[config.mk]
export PLATFORM = sky130hd
export DESIGN_NAME = tlb_maint_port
export DESIGN_NICKNAME = d
export VERILOG_FILES = /design/src/rtl/tlb_maint_pkg.sv /design/src/rtl/tlb_entry_store.sv /design/src/rtl/tlb_walk_engine.sv /design/src/rtl/tlb_maint_port.sv
export SDC_FILE = /design/constraint.sdc
export NUM_CORES = 1
export LEC_CHECK = 0
export BUFFER_PORTS_ARGS = -buffer_cell sky130_fd_sc_hd__buf_4
export CAP_MARGIN = 20
export CELL_PAD_IN_SITES_DETAIL_PLACEMENT = 1
export CELL_PAD_IN_SITES_GLOBAL_PLACEMENT = 1
export CORE_ASPECT_RATIO = 0.6
export CORE_UTILIZATION = 44
export CTS_CLUSTER_DIAMETER = 50
export DETAILED_ROUTE_END_ITERATION = 8
export PLACE_DENSITY_LB_ADDON = 0.3
export SLEW_MARGIN = 15
export SYNTH_ARGS = -nofsm -noshare
export SYNTH_HDL_FRONTEND = slang
export SYNTH_HIERARCHICAL = 1
export SYNTH_SLANG_ARGS = --single-unit
[constraint.sdc]
create_clock -name clk -period 5.61 [get_ports clk]
set_clock_uncertainty 0.15 [all_clocks]
set_input_delay 0.2805 -clock clk [delete_from_list [all_inputs] [get_ports clk]]
set_output_delay 0.2805 -clock clk [all_outputs]
set_load 0.005 [all_outputs]
[src/rtl/tlb_maint_pkg.sv]
package tlb_maint_pkg;

  localparam int WORD_W    = 32;
  localparam int TID_W     = 8;
  localparam int REGSEL_W  = 3;
  localparam int FLIDX_W   = 8;
  localparam int VALID_POS = 6;
  localparam int SIZE_LSB  = 7;
  localparam int SIZE_W    = 3;
  localparam int MISS_POS  = 31;
  localparam logic [WORD_W-1:0] PAGE_NUM_MASK = 32'hFFFF_FC00;
  localparam logic [WORD_W-1:0] MIN_PAGE_BYTES = 32'd1024;

  typedef enum logic [REGSEL_W-1:0] {
    RS_SELECT = 3'd0,
    RS_PROC   = 3'd1,
    RS_ZONE   = 3'd2,
    RS_SEARCH = 3'd3,
    RS_TAG    = 3'd4,
    RS_DATA   = 3'd5,
    RS_SPARE6 = 3'd6,
    RS_SPARE7 = 3'd7
  } regsel_e;

  typedef enum logic [1:0] {
    WK_IDLE,
    WK_SEARCH,
    WK_PURGE
  } walk_e;

  // Mask keeping the address bits above the page selected by a size code.
  function automatic logic [WORD_W-1:0] page_keep_mask(input logic [SIZE_W-1:0] code);
    logic [WORD_W-1:0] bytes;
    bytes = MIN_PAGE_BYTES << {code, 1'b0};
    return ~(bytes - 32'd1);
  endfunction

  // Entry qualifies for a lookup: valid, page number agrees, owner allowed.
  function automatic logic entry_matches(input logic [WORD_W-1:0] tag,
                                         input logic [TID_W-1:0]  tid,
                                         input logic [WORD_W-1:0] va,
                                         input logic [TID_W-1:0]  pid);
    logic [WORD_W-1:0] keep;
    keep = page_keep_mask(tag[SIZE_LSB +: SIZE_W]);
    return tag[VALID_POS]
        && (((va & PAGE_NUM_MASK) & keep) == ((tag & PAGE_NUM_MASK) & keep))
        && ((tid == '0) || (tid == pid));
  endfunction

endpackage

[src/rtl/tlb_entry_store.sv]
module tlb_entry_store
  import tlb_maint_pkg::*;
#(
  parameter int ENTRIES = 8,
  parameter int IDX_W   = 3
) (
  input  logic              clk,
  input  logic              rst_n,
  input  logic              we_tag,
  input  logic              we_data,
  input  logic [IDX_W-1:0]  waddr,
  input  logic [WORD_W-1:0] wdata,
  input  logic [TID_W-1:0]  wtid,
  input  logic [IDX_W-1:0]  raddr_a,
  output logic [WORD_W-1:0] tag_a,
  output logic [WORD_W-1:0] data_a,
  output logic [TID_W-1:0]  tid_a,
  input  logic [IDX_W-1:0]  raddr_b,
  output logic [WORD_W-1:0] tag_b,
  output logic [TID_W-1:0]  tid_b
);

  logic [WORD_W-1:0] tag_q  [ENTRIES];
  logic [WORD_W-1:0] data_q [ENTRIES];
  logic [TID_W-1:0]  tid_q  [ENTRIES];

  generate
    for (genvar e = 0; e < ENTRIES; e++) begin : g_entry
      always_ff @(posedge clk or negedge rst_n) begin
        if (!rst_n) begin
          tag_q[e]  <= '0;
          data_q[e] <= '0;
          tid_q[e]  <= '0;
        end else begin
          if (we_tag && (waddr == IDX_W'(e))) begin
            tag_q[e] <= wdata;
            tid_q[e] <= wtid;
          end
          if (we_data && (waddr == IDX_W'(e))) begin
            data_q[e] <= wdata;
          end
        end
      end
    end
  endgenerate

  assign tag_a  = tag_q[raddr_a];
  assign data_a = data_q[raddr_a];
  assign tid_a  = tid_q[raddr_a];
  assign tag_b  = tag_q[raddr_b];
  assign tid_b  = tid_q[raddr_b];

  // Store never sees both halves written in one cycle.
  AST_ONE_HALF_PER_CYCLE: assert property (@(posedge clk) disable iff (!rst_n)
    !(we_tag && we_data));

endmodule

[src/rtl/tlb_walk_engine.sv]
module tlb_walk_engine
  import tlb_maint_pkg::*;
#(
  parameter int ENTRIES = 8,
  parameter int IDX_W   = 3
) (
  input  logic              clk,
  input  logic              rst_n,
  input  logic              start_search,
  input  logic              start_purge,
  input  logic [WORD_W-1:0] key_in,
  input  logic [TID_W-1:0]  cur_pid,
  output logic [IDX_W-1:0]  ptr,
  input  logic [WORD_W-1:0] ent_tag,
  input  logic [TID_W-1:0]  ent_tid,
  output logic              busy,
  output logic              hit_o,
  output logic              miss_o,
  output logic [IDX_W-1:0]  hit_idx,
  output logic              purge_o,
  output logic [IDX_W-1:0]  purge_idx
);

  localparam logic [IDX_W-1:0] LAST_IDX = IDX_W'(ENTRIES - 1);

  walk_e             mode_q;
  logic [IDX_W-1:0]  ptr_q;
  logic [WORD_W-1:0] key_q;
  logic              at_last;
  logic              srch_hit;
  logic              purge_hit;

  assign at_last   = (ptr_q == LAST_IDX);
  assign srch_hit  = (mode_q == WK_SEARCH) && entry_matches(ent_tag, ent_tid, key_q, cur_pid);
  assign purge_hit = (mode_q == WK_PURGE) && ent_tag[VALID_POS]
                  && (ent_tid != '0) && (ent_tid == key_q[TID_W-1:0]);

  always_ff @(posedge clk or negedge rst_n) begin
    if (!rst_n) begin
      mode_q <= WK_IDLE;
      ptr_q  <= '0;
      key_q  <= '0;
    end else if (start_search) begin
      mode_q <= WK_SEARCH;
      ptr_q  <= '0;
      key_q  <= key_in & PAGE_NUM_MASK;
    end else if (start_purge) begin
      mode_q <= WK_PURGE;
      ptr_q  <= '0;
      key_q  <= key_in;
    end else if (mode_q != WK_IDLE) begin
      ptr_q <= ptr_q + 1'b1;
      if (at_last || srch_hit) begin
        mode_q <= WK_IDLE;
      end
    end
  end

  assign ptr       = ptr_q;
  assign busy      = (mode_q != WK_IDLE);
  assign hit_o     = srch_hit;
  assign miss_o    = (mode_q == WK_SEARCH) && at_last && !srch_hit;
  assign hit_idx   = ptr_q;
  assign purge_o   = purge_hit;
  assign purge_idx = ptr_q;

  AST_START_ONLY_WHEN_IDLE: assert property (@(posedge clk) disable iff (!rst_n)
    (start_search || start_purge) |-> (mode_q == WK_IDLE));
  AST_SEARCH_STOPS_ON_HIT: assert property (@(posedge clk) disable iff (!rst_n)
    srch_hit |=> !busy);
  AST_PURGE_RUNS_FULL: assert property (@(posedge clk) disable iff (!rst_n)
    (busy && (mode_q == WK_PURGE) && !at_last) |=> busy);

endmodule

[src/rtl/tlb_maint_port.sv]
module tlb_maint_port
  import tlb_maint_pkg::*;
#(
  parameter int ENTRIES = 8
) (
  input  logic        clk,
  input  logic        rst_n,
  input  logic [1:0]  cfg_mode,
  input  logic [1:0]  cfg_access,
  input  logic        req_valid,
  output logic        req_ready,
  input  logic        req_write,
  input  logic [2:0]  req_reg,
  input  logic [31:0] req_wdata,
  output logic        rsp_valid,
  output logic [31:0] rsp_data,
  output logic        flush_valid,
  output logic        flush_all,
  output logic [7:0]  flush_idx
);

  localparam int IDX_W = (ENTRIES > 1) ? $clog2(ENTRIES) : 1;

  regsel_e           rsel;
  logic              accept;
  logic              enabled;
  logic              rd_allowed;
  logic              wr_priv;
  logic [IDX_W-1:0]  sel;

  logic [WORD_W-1:0] sel_q;
  logic [WORD_W-1:0] pid_q;
  logic [WORD_W-1:0] zone_q;

  logic              wr_sel, wr_tag, wr_data, wr_pid, wr_zone, wr_srch;
  logic              rd_tag;
  logic              pid_change, zone_change, tag_flush;
  logic [WORD_W-1:0] rd_word;

  logic [WORD_W-1:0] tag_a, data_a, tag_b;
  logic [TID_W-1:0]  tid_a, tid_b;
  logic [IDX_W-1:0]  wk_ptr, wk_hit_idx, wk_purge_idx;
  logic              wk_busy, wk_hit, wk_miss, wk_purge;

  logic              rsp_valid_q;
  logic [WORD_W-1:0] rsp_data_q;
  logic              fl_v_q, fl_all_q;
  logic [FLIDX_W-1:0] fl_idx_q;

  assign rsel       = regsel_e'(req_reg);
  assign req_ready  = !wk_busy;
  assign accept     = req_valid && req_ready;
  assign enabled    = (cfg_mode >= 2'd2) && (cfg_access != 2'd0);
  assign rd_allowed = enabled && cfg_access[0];
  assign wr_priv    = enabled && (cfg_access >= 2'd2);
  assign sel        = sel_q[IDX_W-1:0];

  always_comb begin
    wr_sel  = 1'b0;
    wr_tag  = 1'b0;
    wr_data = 1'b0;
    wr_pid  = 1'b0;
    wr_zone = 1'b0;
    wr_srch = 1'b0;
    rd_tag  = 1'b0;
    if (accept && req_write && enabled) begin
      unique case (rsel)
        RS_SELECT: wr_sel  = 1'b1;
        RS_TAG:    wr_tag  = 1'b1;
        RS_DATA:   wr_data = 1'b1;
        RS_PROC:   wr_pid  = wr_priv;
        RS_ZONE:   wr_zone = wr_priv;
        RS_SEARCH: wr_srch = wr_priv;
        default:   ;
      endcase
    end
    if (accept && !req_write && rd_allowed && (rsel == RS_TAG)) begin
      rd_tag = 1'b1;
    end
  end

  assign pid_change  = wr_pid && (req_wdata != pid_q);
  assign zone_change = wr_zone && (req_wdata != zone_q);
  assign tag_flush   = wr_tag && tag_a[VALID_POS];

  always_comb begin
    rd_word = '0;
    if (enabled) begin
      unique case (rsel)
        RS_SELECT: rd_word = sel_q;
        RS_PROC:   rd_word = rd_allowed ? pid_q : '0;
        RS_ZONE:   rd_word = rd_allowed ? zone_q : '0;
        RS_TAG:    rd_word = rd_allowed ? tag_a : '0;
        RS_DATA:   rd_word = rd_allowed ? data_a : '0;
        default:   rd_word = '0;
      endcase
    end
  end

  tlb_entry_store #(
    .ENTRIES (ENTRIES),
    .IDX_W   (IDX_W)
  ) u_store (
    .clk     (clk),
    .rst_n   (rst_n),
    .we_tag  (wr_tag),
    .we_data (wr_data),
    .waddr   (sel),
    .wdata   (req_wdata),
    .wtid    (pid_q[TID_W-1:0]),
    .raddr_a (sel),
    .tag_a   (tag_a),
    .data_a  (data_a),
    .tid_a   (tid_a),
    .raddr_b (wk_ptr),
    .tag_b   (tag_b),
    .tid_b   (tid_b)
  );

  tlb_walk_engine #(
    .ENTRIES (ENTRIES),
    .IDX_W   (IDX_W)
  ) u_walk (
    .clk          (clk),
    .rst_n        (rst_n),
    .start_search (wr_srch),
    .start_purge  (pid_change),
    .key_in       (wr_srch ? req_wdata : pid_q),
    .cur_pid      (pid_q[TID_W-1:0]),
    .ptr          (wk_ptr),
    .ent_tag      (tag_b),
    .ent_tid      (tid_b),
    .busy         (wk_busy),
    .hit_o        (wk_hit),
    .miss_o       (wk_miss),
    .hit_idx      (wk_hit_idx),
    .purge_o      (wk_purge),
    .purge_idx    (wk_purge_idx)
  );

  always_ff @(posedge clk or negedge rst_n) begin
    if (!rst_n) begin
      sel_q  <= '0;
      pid_q  <= '0;
      zone_q <= '0;
    end else begin
      if (wr_sel) begin
        sel_q <= req_wdata;
      end else if (wk_hit) begin
        sel_q <= WORD_W'(wk_hit_idx);
      end else if (wk_miss) begin
        sel_q[MISS_POS] <= 1'b1;
      end
      if (pid_change) begin
        pid_q <= req_wdata;
      end else if (rd_tag) begin
        pid_q <= WORD_W'(tid_a);
      end
      if (wr_zone) begin
        zone_q <= req_wdata;
      end
    end
  end

  always_ff @(posedge clk or negedge rst_n) begin
    if (!rst_n) begin
      rsp_valid_q <= 1'b0;
      rsp_data_q  <= '0;
      fl_v_q      <= 1'b0;
      fl_all_q    <= 1'b0;
      fl_idx_q    <= '0;
    end else begin
      rsp_valid_q <= accept && !req_write;
      rsp_data_q  <= (accept && !req_write) ? rd_word : '0;
      fl_v_q      <= tag_flush || zone_change || wk_purge;
      fl_all_q    <= zone_change;
      if (tag_flush) begin
        fl_idx_q <= FLIDX_W'(sel);
      end else if (wk_purge) begin
        fl_idx_q <= FLIDX_W'(wk_purge_idx);
      end else begin
        fl_idx_q <= '0;
      end
    end
  end

  assign rsp_valid   = rsp_valid_q;
  assign rsp_data    = rsp_data_q;
  assign flush_valid = fl_v_q;
  assign flush_all   = fl_all_q;
  assign flush_idx   = fl_idx_q;

  AST_READ_GIVES_RSP: assert property (@(posedge clk) disable iff (!rst_n)
    (accept && !req_write) |=> rsp_valid);
  AST_WRITE_NO_RSP: assert property (@(posedge clk) disable iff (!rst_n)
    (accept && req_write) |=> !rsp_valid);
  AST_OFF_NO_FLUSH: assert property (@(posedge clk) disable iff (!rst_n)
    (accept && !enabled) |=> !flush_valid);
  AST_ALL_IMPLIES_VALID: assert property (@(posedge clk) disable iff (!rst_n)
    flush_all |-> flush_valid);
  AST_SAME_ZONE_SILENT: assert property (@(posedge clk) disable iff (!rst_n)
    (wr_zone && (req_wdata == zone_q)) |=> !flush_valid);
  AST_TAG_READ_LOADS_PID: assert property (@(posedge clk) disable iff (!rst_n)
    rd_tag |=> (pid_q == WORD_W'($past(tid_a))));
  AST_MISS_KEEPS_LOW_BITS: assert property (@(posedge clk) disable iff (!rst_n)
    wk_miss |=> (sel_q[MISS_POS] && (sel_q[MISS_POS-1:0] == $past(sel_q[MISS_POS-1:0]))));
  AST_STALL_WHILE_BUSY: assert property (@(posedge clk) disable iff (!rst_n)
    (wr_srch || pid_change) |=> !req_ready);

endmodule

Word level (Yosys, flattened, before mapping). Cells that the tools add are included.

Latch bits: 0. Bits in writable memories: 0. Memory bits (read-only): 0. Input port bits: 43. Register bits after elaboration: 752. Memories: 0.

Equal/unequal tests: 20. Multiply operators: 0. Bitwise logic cells: 5. Reduce and logical (&&, ||, !) cells: 56. Add/sub/neg operators: 2. Multiplexer cells: 53. Order comparisons: 4. Shifts and indexed selects: 1. Divide/modulo/power cells: 0.

Operator list (number): $mux 32 (18); $bmux 32 s3 (3); $pmux 32 s5 (1); $and 32x32->32 (2); $ne 32x32->1 (2); $bmux 8 s3 (2); $logic_and 1x1->1 (36); $eq 32x32->1 (1); $mux 8 (4); $not 32->32 (1); $shl 11x4->32 const A (1); $sub 32x1->32 const B (1); $mux 31 (1); $eq 3x3->1 const B (7); $eq 8x8->1 (2); $mux 1 (15); $mux 3 (5); $eq 3x2->1 const B (4); $reduce_bool 2->1 (5); $reduce_bool 3->1 (3); $ge 4x4->1 const B (2); $logic_not 8->1 (1); $mux 2 (4); $not 3->4 (2); 10 further kinds (18).

Logic depth before layout (Yosys ltp).
Depth after elaboration: 17. Gate-level depth with buffers: 13.

By module. The synthesis kept the hierarchy.

Modules (own cells, without submodules): tlb_entry_store (cells each 1661, area an instance 28127.0 um2, sequential area each 14413.8 um2, instances 1); tlb_maint_port (cells each 767, area an instance 7121.8 um2, sequential area each 3353.2 um2, instances 1); tlb_walk_engine (cells each 175, area an instance 2001.9 um2, sequential area each 875.8 um2, instances 1).

Worst setup path after synthesis. No wires, ideal clock.

Path type: register -> register. Start: register u_walk.ptr_q[0] (netlist: u_walk/hit_idx[0]). End: register sel_q[0]. Arrival time: 3.620 ns. Clock period less this slack: 3.898 ns. Setup time: 0.127 ns. Stages on the path, launching flop included: 13. Setup slack: 1.712 ns. Path buffers: 4. Data required time: 5.333 ns. Path through: dfrtp_1 > buf_4 > clkbuf_1 > buf_2 > mux4_2 > mux2_2 > or4_4 > nor2_4 > a21oi_2 > nor4b_1 > clkbuf_1 > mux2i_1 > o21ai_0.

Elaborated cells between the ends (all ways): 22.

RTL lines: start, declared (RTL line tlb_walk_engine.sv:27) `logic [IDX_W-1:0] ptr_q;`; start signal, assigned (RTL line tlb_walk_engine.sv:52) `ptr_q <= ptr_q + 1'b1;`; $not 3->4 (not written as such) (*) (RTL line tlb_entry_store.sv:51) `assign tid_b = tid_q[raddr_b];`; $bmux 8 s3 (*) (RTL line tlb_entry_store.sv:51); $mux 8 (not written as such) (*) (2 in a row) (RTL line tlb_entry_store.sv:51); net tid_b[4] (RTL line tlb_maint_port.sv:41) `logic [TID_W-1:0] tid_a, tid_b;`; $eq 8x8->1 / $logic_not 8->1 (equally long branches) (RTL line tlb_maint_pkg.sv:47) `&& ((tid == '0) || (tid == pid));`; $logic_or 1x1->1 (*) (RTL line tlb_maint_pkg.sv:47); $logic_and 1x1->1 (*) (RTL line tlb_maint_pkg.sv:47); $logic_and 1x1->1 (*) (RTL line tlb_walk_engine.sv:34) `assign srch_hit = (mode_q == WK_SEARCH) && entry_matches(ent_tag, ent_tid, key_q, cur_pid);`; net wk_hit (RTL line tlb_maint_port.sv:43) `logic wk_busy, wk_hit, wk_miss, wk_purge;`; $reduce_bool 2->1 (no source line) (*); end signal, assigned (RTL line tlb_maint_port.sv:148) `sel_q <= req_wdata;`; end signal, assigned (RTL line tlb_maint_port.sv:150) `sel_q <= WORD_W'(wk_hit_idx);`; end, declared (RTL line tlb_maint_port.sv:31) `logic [WORD_W-1:0] sel_q;`.

The timed path passes the listed nets; every way through them passes the cells marked *. The select of a mux whose other input is x is not followed. A chain may end at the register's enable or synchronous reset.

Worst setup path in the final report.
Start: register u_walk.mode_q[0]. End: register u_store/tag_q[123] in the netlist's numbering.

Cells in the longest elaborated chain, start to end: 7.

Ends and longest elaborated chain: start, declared (RTL line tlb_walk_engine.sv:26) `walk_e mode_q;`; start signal, assigned (RTL line tlb_walk_engine.sv:40) `mode_q <= WK_IDLE;`; start signal, assigned (RTL line tlb_walk_engine.sv:44) `mode_q <= WK_SEARCH;`; start signal, assigned (RTL line tlb_walk_engine.sv:48) `mode_q <= WK_PURGE;`; $reduce_bool 2->1 (RTL line tlb_walk_engine.sv:60) `assign busy = (mode_q != WK_IDLE);`; net wk_busy (RTL line tlb_maint_port.sv:43); $logic_not 1->1 (RTL line tlb_maint_port.sv:51) `assign req_ready = !wk_busy;`; $logic_and 1x1->1 (RTL line tlb_maint_port.sv:52) `assign accept = req_valid && req_ready;`; $logic_and 1x1->1 (2 in a row) (RTL line tlb_maint_port.sv:66) `if (accept && req_write && enabled) begin`; $mux 1 (RTL line tlb_maint_port.sv:66); net wr_tag (RTL line tlb_maint_port.sv:35) `logic wr_sel, wr_tag, wr_data, wr_pid, wr_zone, wr_srch;`; $logic_and 1x1->1 (RTL line tlb_entry_store.sv:35) `if (we_tag && (waddr == IDX_W'(e))) begin`; end signal, assigned by index (RTL line tlb_entry_store.sv:36) `tag_q[e] <= wdata;`; end, declared (RTL line tlb_entry_store.sv:23) `logic [WORD_W-1:0] tag_q [ENTRIES];`.

The timed path passes the listed nets, and every way through them passes these cells.

==> results.ini <==
[global_routing]
busiest_layer=met2
grt_pass1_wl_um=169700
grt_antenna_before_repair=3
grt_pass1_vias=25400
grt.met1_usage_pct=39.89
grtUsageTotal_pct=27.03
met3_usage_pct=4.824
use_met2_pct=40.90
grt_max_degree=168
grt_overflow=0

[yosys]
ys.warnings.count=6
synthCells=2581
syn_area_per_cell_um2=14.29
synth_area_um2=36900

[worst_setup_path]
startpoint_type=flip-flop
slowest_delay_ns=0.80
end_kind=flip-flop
slowest_stage=and4bb_2
path_max_fanout=29
critical_path_class=flip-flop to flip-flop
required_ns=6.00
cp.arrival_ns=4.60
worstPathCellList=nor2_1, inv_1, and4b_1, o21ai_0, buf_4, nor2b_1, and4bb_2, buf_12, mux2_2

[floorplan]
ios=87
dieArea_um2=85050
die_h_um=226.3
dieWidth_um=375.8
fp-row-count=81
initial_core_util_pct=44.89
fp.coreArea_um2=82190

[placed_design]
gp_congestion=0.8508
placed_cells=3626
dp_hpwl_um=68620
io_buffers=80

[drt]
wire_per_inst_um=29.32
ant_nets=0
vias_per_cell=6.104
totalWireLength_um=111400
via_count=23200
drc_errors=0
firstDrtPassIters=5
drt_iter0_drc=1862

[sta]
finalCritPeriodShare_pct=75.14
rsz0062_at_grt=false
hold_viol=0
period_minus_slack_ns=4.216
max_freq_mhz=237.2
max_slew_margin_pct=35.50
setup_viol_count_final=0
worst_pin_slew_ns=0.9674
maxSlewViolCount=0
totalNegativeSetupSlack_ns=0

[clock_network]
cts_tree=built
clk_path_buf_depth=3
clk_latency_ns=0.67
htree_levels=3
cts_buffers=76
post-cts-setup-buffers=0
numClockSinks=745
clockRootBuffer=clkbuf_16
clk_pin_slew_ns=0.06

[power]
powerDensity_nw_per_um2=370.2
max-vdd-ir-drop_uv=262.5
p_leak_nw=19.34
fin_total_pwr_mw=15.42

[job]
maxCapViolCount=0

[cells_and_area]
layout-drive-gt1-share_pct=43.15
syn_to_final_growth_pct=12.90
fin_nets=2665
instances_no_fill=3801

[worst_hold_path]
hp-class=input port to asynchronous set/reset pin

[outcome]
status=complete, no violations

==> cell usage in the layout (no fill, tap or decap), types with 3 or more instances in the layout <==
cell           count
nand4b_1           8
conb_1             5
xnor2_1           84
nor4bb_4           4
clkbuf_8          13
clkinvlp_4         4
buf_4            133
dfrtp_4            5
nand4_1           20
nor3b_4            3
dfrtp_1          739
nor4_1             9
clkinv_2           8
a22oi_1           63
bufinv_16          9
clkbuf_1          16
dlygate4sd3_1     35
mux2_2           644
nand2b_1          28
nand2_1          116
buf_12            12
inv_1             30
nor3_1             3
o21ai_0           82
clkbuf_16         78
xor2_1            19
mux2i_1           37
inv_6              4
a21oi_1           67
nor2_1            47
mux2_1            92
mux4_2           212
==> power by group <==
group	internal [mW]	leakage, nW	total (mW)	switching [mW]
registers	5.86	10.2	6.58	0.713
logic	1.64	7.86	3.43	1.78
clock network	3.16	1.28	5.42	2.26
==> metrics by stage <==
step / cell area, um2 / hold slack (ns) / setup WS [ns] / utilization [%]
floorplan: 36910 / -0.1651 / 1.737 / -
global placement: 38650 / 0.1121 / 1.528 / 47.02
detailed placement: 38650 / 0.1312 / 1.429 / 47.02
CTS: 41620 / 0.008883 / 1.401 / 50.64
global route: 41650 / 0.04196 / 1.289 / 50.68
finish: 41660 / 0.03706 / 1.394 / 50.68
==> layout make-up <==
class / instances / area [um2]
timing repair buffer: 182 / 1632
tap: 1120 / 1401
sequential: 745 / 18660
antenna: 2 / 5.005
clock inverter: 30 / 436.7
inverter: 30 / 112.6
clock buffer: 107 / 2191
multi-input combinational: 1585 / 17220
fill: 7840 / 40540
==> what timing repair did <==
action,in CTS,in global routing
resized for setup,0,0
hold buffers,35,0
endpoints found under the hold margin,674,0
==> critical path, delay by kind of cell, from the launching register on <==
| kind | cells | cell delay, ns |
|---|---|---|
| compound gates | 1 | 0.08 |
| mux | 1 | 0.39 |
| simple gates | 4 | 2.25 |
| flops | 1 | 0.45 |
| buf+inv | 3 | 0.62 |
==> state kept, by name, indices dropped and copies added (netlist names) <==
register,cells
flush_all,1
flush_idx,3
flush_valid,1
pid_q,32
rsp_data,32
rsp_valid,1
sel_q,32
u_store/data_q,256
u_store/tag_q,256
u_store/tid_q,64
u_walk/hit_idx,3
u_walk/key_q,30
u_walk/mode_q,2
zone_q,32
==> layer usage <==
metal | vias up | routed length [um] | share of wire (%)
met5 | - | 13 | 0.012
met4 | 2 | 2907 | 2.6
met3 | 198 | 6615 | 5.9
met2 | 721 | 50230 | 45
met1 | 12700 | 51680 | 46
li1 | 9580 | - | -
==> final timing paths <==
kind	start	slack [ns]	endpoint	depth (start not counted)
max	u_walk/mode_q[0]	1.39	u_store/tag_q[123]	9
min	rst_n	0.04	rsp_valid	2
max reg2reg	u_walk/mode_q[0]	1.39	u_store/tag_q[123]	9
min reg2reg	u_store/data_q[232]	0.34	u_store/data_q[232]	1
max in group asynchronous	rst_n	3.85	sel_q[2]	3
min in group clk	cfg_access[1]	0.14	rsp_data[6]	4
Note: power is estimated with default switching activity, not from simulation.
